<file path="src/rtl/cps_pkg.sv">
package cps_pkg;

  // Configuration word; bit 0 is the least significant member (last listed).
  typedef struct packed {
    logic wdma_en;   // bit 6
    logic rdma_en;   // bit 5
    logic irq_en;    // bit 4
    logic res_half;  // bit 3
    logic arg_half;  // bit 2
    logic res_two;   // bit 1
    logic arg_two;   // bit 0
  } cps_cfg_t;

  localparam int CFG_W = $bits(cps_cfg_t);

endpackage

</file>
<file path="src/rtl/cps_arg_collect.sv">
module cps_arg_collect #(
  parameter int DW = 32
) (
  input  logic          clk,
  input  logic          rst,
  input  logic          wr_en,
  input  logic [DW-1:0] wr_data,
  input  logic          arg_two,
  input  logic          arg_half,
  input  logic          accept,
  output logic          trig,
  output logic [DW-1:0] arg1,
  output logic [DW-1:0] arg2
);
  localparam int HW = DW / 2;

  logic have_first;
  logic need_two;

  assign need_two = arg_two && !arg_half;

  always_comb begin
    trig = wr_en && accept && (!need_two || have_first);
  end

  always_ff @(posedge clk) begin
    if (rst) begin
      arg1       <= '0;
      arg2       <= '0;
      have_first <= 1'b0;
    end else if (wr_en && accept) begin
      if (arg_half) begin
        arg1       <= {wr_data[HW-1:0], {HW{1'b0}}};
        arg2       <= {wr_data[DW-1:HW], {HW{1'b0}}};
        have_first <= 1'b0;
      end else if (need_two && !have_first) begin
        arg1       <= wr_data;
        have_first <= 1'b1;
      end else if (need_two) begin
        arg2       <= wr_data;
        have_first <= 1'b0;
      end else begin
        arg1       <= wr_data;
        have_first <= 1'b0;
      end
    end
  end

endmodule

</file>
<file path="src/rtl/cps_sequencer.sv">
module cps_sequencer (
  input  logic clk,
  input  logic rst,
  input  logic trig,
  input  logic ready,
  input  logic done,
  output logic pending,
  output logic busy,
  output logic pend_d,
  output logic busy_d,
  output logic start_d
);

  always_comb begin
    pend_d  = pending;
    busy_d  = busy;
    start_d = 1'b0;
    if (trig) begin
      pend_d = 1'b1;
    end
    if (pending && !busy && !ready) begin
      start_d = 1'b1;
      busy_d  = 1'b1;
      pend_d  = 1'b0;
    end
    if (busy && done) begin
      busy_d = 1'b0;
    end
  end

  always_ff @(posedge clk) begin
    if (rst) begin
      pending <= 1'b0;
      busy    <= 1'b0;
    end else begin
      pending <= pend_d;
      busy    <= busy_d;
    end
  end

endmodule

</file>
<file path="src/rtl/cps_result_unit.sv">
module cps_result_unit #(
  parameter int DW = 32
) (
  input  logic          clk,
  input  logic          rst,
  input  logic          capture,
  input  logic [DW-1:0] res1_in,
  input  logic [DW-1:0] res2_in,
  input  logic          rd_en,
  input  logic          res_two,
  input  logic          res_half,
  input  logic          restart,
  output logic          ready,
  output logic          ready_d,
  output logic [DW-1:0] rd_data
);
  localparam int HW = DW / 2;

  logic [DW-1:0] r1;
  logic [DW-1:0] r2;
  logic          rd_idx;
  logic          rd_last;
  logic          rd_count;

  assign rd_last  = !(res_two && !res_half) || rd_idx;
  assign rd_count = rd_en && ready;

  always_comb begin
    ready_d = ready;
    if (capture) begin
      ready_d = 1'b1;
    end else if (rd_count && rd_last) begin
      ready_d = 1'b0;
    end
  end

  always_ff @(posedge clk) begin
    if (rst) begin
      r1      <= '0;
      r2      <= '0;
      rd_idx  <= 1'b0;
      ready   <= 1'b0;
      rd_data <= '0;
    end else begin
      ready <= ready_d;
      if (capture) begin
        r1 <= res1_in;
        r2 <= res2_in;
      end
      if (restart) begin
        rd_idx <= 1'b0;
      end else if (rd_count) begin
        rd_idx <= !rd_last;
      end
      if (rd_en) begin
        if (res_half) begin
          rd_data <= {r2[DW-1:HW], r1[DW-1:HW]};
        end else begin
          rd_data <= rd_idx ? r2 : r1;
        end
      end
    end
  end

endmodule

</file>
<file path="src/rtl/cps_top.sv">
module cps_top
  import cps_pkg::*;
#(
  parameter int DW = 32
) (
  input  logic             clk,
  input  logic             rst,
  input  logic             cfg_we,
  input  logic [CFG_W-1:0] cfg_wdata,
  output logic [CFG_W-1:0] cfg_rdata,
  input  logic             arg_we,
  input  logic [DW-1:0]    arg_wdata,
  input  logic             res_re,
  output logic [DW-1:0]    res_rdata,
  output logic             result_ready,
  output logic             irq,
  output logic             dma_rd_req,
  output logic             dma_wr_req,
  output logic             eng_start,
  output logic [DW-1:0]    eng_arg1,
  output logic [DW-1:0]    eng_arg2,
  input  logic             eng_done,
  input  logic [DW-1:0]    eng_res1,
  input  logic [DW-1:0]    eng_res2
);

  cps_cfg_t cfg_q;
  cps_cfg_t cfg_d;

  logic trig;
  logic pending;
  logic busy;
  logic pend_d;
  logic busy_d;
  logic start_d;
  logic ready_d;

  assign cfg_d = cfg_we ? cps_cfg_t'(cfg_wdata) : cfg_q;

  always_ff @(posedge clk) begin
    if (rst) begin
      cfg_q <= '0;
    end else begin
      cfg_q <= cfg_d;
    end
  end

  assign cfg_rdata = cfg_q;

  cps_arg_collect #(.DW(DW)) u_args (
    .clk      (clk),
    .rst      (rst),
    .wr_en    (arg_we),
    .wr_data  (arg_wdata),
    .arg_two  (cfg_q.arg_two),
    .arg_half (cfg_q.arg_half),
    .accept   (!pending && !busy),
    .trig     (trig),
    .arg1     (eng_arg1),
    .arg2     (eng_arg2)
  );

  cps_sequencer u_seq (
    .clk     (clk),
    .rst     (rst),
    .trig    (trig),
    .ready   (result_ready),
    .done    (eng_done),
    .pending (pending),
    .busy    (busy),
    .pend_d  (pend_d),
    .busy_d  (busy_d),
    .start_d (start_d)
  );

  cps_result_unit #(.DW(DW)) u_res (
    .clk      (clk),
    .rst      (rst),
    .capture  (eng_done && busy),
    .res1_in  (eng_res1),
    .res2_in  (eng_res2),
    .rd_en    (res_re),
    .res_two  (cfg_q.res_two),
    .res_half (cfg_q.res_half),
    .restart  (start_d),
    .ready    (result_ready),
    .ready_d  (ready_d),
    .rd_data  (res_rdata)
  );

  // Registered request outputs, aligned with the state registers they follow.
  always_ff @(posedge clk) begin
    if (rst) begin
      irq        <= 1'b0;
      dma_rd_req <= 1'b0;
      dma_wr_req <= 1'b0;
      eng_start  <= 1'b0;
    end else begin
      irq        <= cfg_d.irq_en && ready_d;
      dma_rd_req <= cfg_d.rdma_en && ready_d;
      dma_wr_req <= cfg_d.wdma_en && !pend_d && !busy_d;
      eng_start  <= start_d;
    end
  end

endmodule

</file>
<file path="config.mk">
export PLATFORM = sky130hd
export DESIGN_NAME = cps_top
export DESIGN_NICKNAME = d
export VERILOG_FILES = /design/src/rtl/cps_pkg.sv /design/src/rtl/cps_arg_collect.sv /design/src/rtl/cps_sequencer.sv /design/src/rtl/cps_result_unit.sv /design/src/rtl/cps_top.sv
export SDC_FILE = /design/constraint.sdc
export NUM_CORES = 1
export LEC_CHECK = 0
export BUFFER_PORTS_ARGS = -buffer_cell sky130_fd_sc_hd__buf_2
export CORE_UTILIZATION = 45
export DETAILED_ROUTE_END_ITERATION = 10
export PLACE_DENSITY = 0.71
export SYNTH_ARGS = -nofsm -noshare
export SYNTH_HDL_FRONTEND = slang
export SYNTH_SLANG_ARGS = --single-unit
</file>
<file path="constraint.sdc">
create_clock -name clk -period 1.69 [get_ports clk]
set_input_delay 0.0845 -clock clk [delete_from_list [all_inputs] [get_ports clk]]
set_output_delay 0.0845 -clock clk [all_outputs]
set_load 0.05 [all_outputs]
</file>
==> summary.txt <==
Outcome
  – Outcome: finished clean

Clocking
  – Worst-skew pair later-pin latency: 0.42 ns
  – Setup Fix Bufs, Post-CTS: 0
  – Clock slew at reported path FFs: 0.06 ns
  – Clock buffer count from CTS: 17
  – Sink Count: about 180
  – CTS tree: done
  – CTS root buffer: clkbuf_16
  – CTS H-tree depth: 4
  – Bufs on Longest Clock Path: 2

Synthesis
  – Post-synth EDFFs: 0
  – Synth Flop Type: dfxtp_1
  – Top post-synthesis cells by area: dfxtp_1 48%, mux2i_1 7.6%, nand2_1 7.5%, nand2b_1 5.6%, a21oi_1 5.6%
  – Library cells used by synthesis: 34
  – Synth Register Bits: 176
  – Post-Syn Area: 7347 um^2
  – Seq/Total Area, Yosys: 47.96%
  – Most numerous cell in the Yosys netlist: dfxtp_1
  – Leading cell types by count after synthesis: 176 x dfxtp_1, 146 x nand2_1, 82 x a21oi_1, 66 x nand2b_1, 56 x mux2i_1
  – Top-area cell type share of the netlist area: 47.96%
  – Post-synth top area cell: dfxtp_1
  – Avg Inst Size Synth: around 9 um^2
  – Ys Warns: 0
  – Cells after synthesis: 813
  – Syn_nets: a little over 900
  – Async S/R FF share, synth: 0%

Critical path
  – CP top delay family: simple AND/OR/NAND/NOR gates
  – Worst Path Required: roughly 2.0 ns
  – Crit path largest cell delay: 0.43 ns
  – Crit path kind: reg -> reg
  – Slowest-stage cell, CP: nor3b_4
  – Crit end category: flop
  – CP arrival: around 1.8 ns
  – CP bufs+invs: 1
  – Worst Path Max Fanout: 14
  – Startpoint Class: flop
  – Critical-path cell list: nor3b_4 -> buf_4 -> a21oi_1 -> a211oi_1

Floorplanning
  – Die ar.: 16840 um^2
  – Num rows: 46
  – I/O pins: 217
  – Core box area: 15890 um^2
  – Die height: around 130 um
  – Die Wd: approximately 130 um
  – Starting Density: 46.25%

Global route
  – First-pass GRT wire length: 31600 um
  – Total GRT Usage: 24.11%
  – Number of global-route vias before repair: approximately 6300
  – Total gr overflow: 0
  – Initial antenna violation count: 0
  – Largest net degree at the start of global routing: 92

Placement
  – Detailed placement HPWL: 13200 um
  – RD Place Congestion: 0.8128
  – Port-buffer cells: about 220

Cells and area
  – Layout cells sized above 1: between 20% and 30%
  – Synth-to-Final Area Change: 35.61%
  – Diodes inserted: 0
  – Nets: 1187

Drt
  – WL per Instance: 15.77 um
  – Vias per cell: 5.155
  – DRC Markers: 0
  – Vias: 6707
  – DRT Wirelength: 20520 um
  – Detailed Routing Iterations Pass 1: 5
  – Routed Antenna Nets: 0
  – Initial DRC Count: approximately 430

STA
  – Slew Limit Fails: 0
  – Least-Margin Pin Slew: 0.5401 ns
  – Hold Vio Cnt, Final: 0
  – Clock skew: 0.006239 ns
  – Max Clk Rate: roughly 660 MHz
  – Hold WS: approximately 0.034 ns
  – Worst relative slew slack: 63.99%
  – RSZ-0062 raised after global routing: false
  – Final Setup Violations: 0
  – Fin crit period: 1.507 ns
  – Fin crit share: 89.15%
  – Setup_tns: 0 ns

Power
  – Peak supply drop: 0.7004 mV
  – Power Density: 1012 nW/um^2
  – Pleak: 0.004241 uW

Run
  – Total of max-cap violations: 0

Worst hold path
  – Hold crit path type: in -> reg
-- layout by cell type (no fill, tap or decap), drive strengths merged, types with 18 or more instances in the layout --
cell	Yosys	routed
a211oi	32	32
a21oi	82	82
buf	44	236
clkbuf	33	19
dfxtp	176	176
dlygate4sd3	0	87
mux2i	56	56
nand2	148	148
nand2b	66	66
nor2	26	26
nor2b	34	34
o21ai	32	32
or3b	18	18
-- flip-flops by register name, indices dropped and copies added (netlist names), 7 cells and up --
register / count
u_args.arg2: 32
u_res.rd_data: 32
cfg_rdata: 7
u_res.r1: 32
u_args.arg1: 32
u_res.r2: 32
-- power by group --
group | leakage (uW) | total [uW] | internal, uW | switching [uW]
registers | 0.00143 | 4480 | 4350 | 122
clock network | 0.000267 | 3800 | 2270 | 1530
logic | 0.00254 | 1800 | 658 | 1140
total | 0.00424 | 10100 | 7290 | 2800
-- worst min-delay path: cells and delay by family --
kind                   cells  cell delay [ns]
AND/OR/NAND/NOR            1             0.14
buffers and inverters      1             0.11
AO/OA/AOI/OAI              1             0.07
-- path summary, 6_finish.rpt --
kind / end / startpoint / slack [ns] / depth (start not counted)
worst min register to register: u_res.r1[15] / u_res.r1[15] / 0.45 / 2
worst max-delay path: u_args.arg1[20] / u_seq.busy / 0.18 / 4
worst max register to register: u_args.arg1[20] / u_seq.busy / 0.18 / 4
worst min-delay path: u_seq.busy / eng_done / 0.03 / 3
-- metal layers --
layer | GRT usage [%] | wire length [um] | vias to the layer above
li1 | - | - | 3324
met1 | 30.04 | 8996 | 3132
met2 | 40.64 | 9890 | 222
met3 | 6.560 | 1320 | 29
met4 | 7.319 | 313 | 0
met5 | 0 | 0 | -
-- cell type report --
| cell class | count | area [um^2] |
|---|---|---|
| fillers | 1367 | 5922 |
| flip-flops and latches | 176 | 3526 |
| multi-input cells | 558 | 3427 |
| repair buffers | 323 | 2183 |
| clock buffers | 19 | 432.9 |
| well taps | 216 | 270.3 |
| clock inverters | 7 | 116.4 |
| inverters | 2 | 7.507 |
-- kinds of logic after synthesis --
group	share of synthesized area, %
multiplexers	7.629
AND/OR/NAND/NOR	22.77
AO/OA/AOI/OAI	16.04
flip-flops	47.96
buffers and inverters	5.603
-- metrics by stage --
stage / cells / total power, uW / utilization (%) / instance area [um^2] / setup slack [ns]
after floorplan: 813 / 5732 / - / 7347 / 0.3864
after global placement: 1188 / 6184 / 53.75 / 8538 / 0.1214
after detailed placement: 1188 / 6201 / 53.75 / 8538 / 0.1237
after CTS: 1301 / 10130 / 62.69 / 9958 / 0.1167
after global routing: 1301 / 10450 / 62.72 / 9963 / 0.01332
final: 1301 / 10080 / 62.72 / 9963 / 0.1833
-- what timing repair did --
item | CTS | global route
gates resized for setup | 0 | 1
hold buffers | 87 | 0
endpoints found under the hold margin | 87 | 0
endpoints found under the setup margin | 0 | 16
Power figures use the tool's default switching activity.
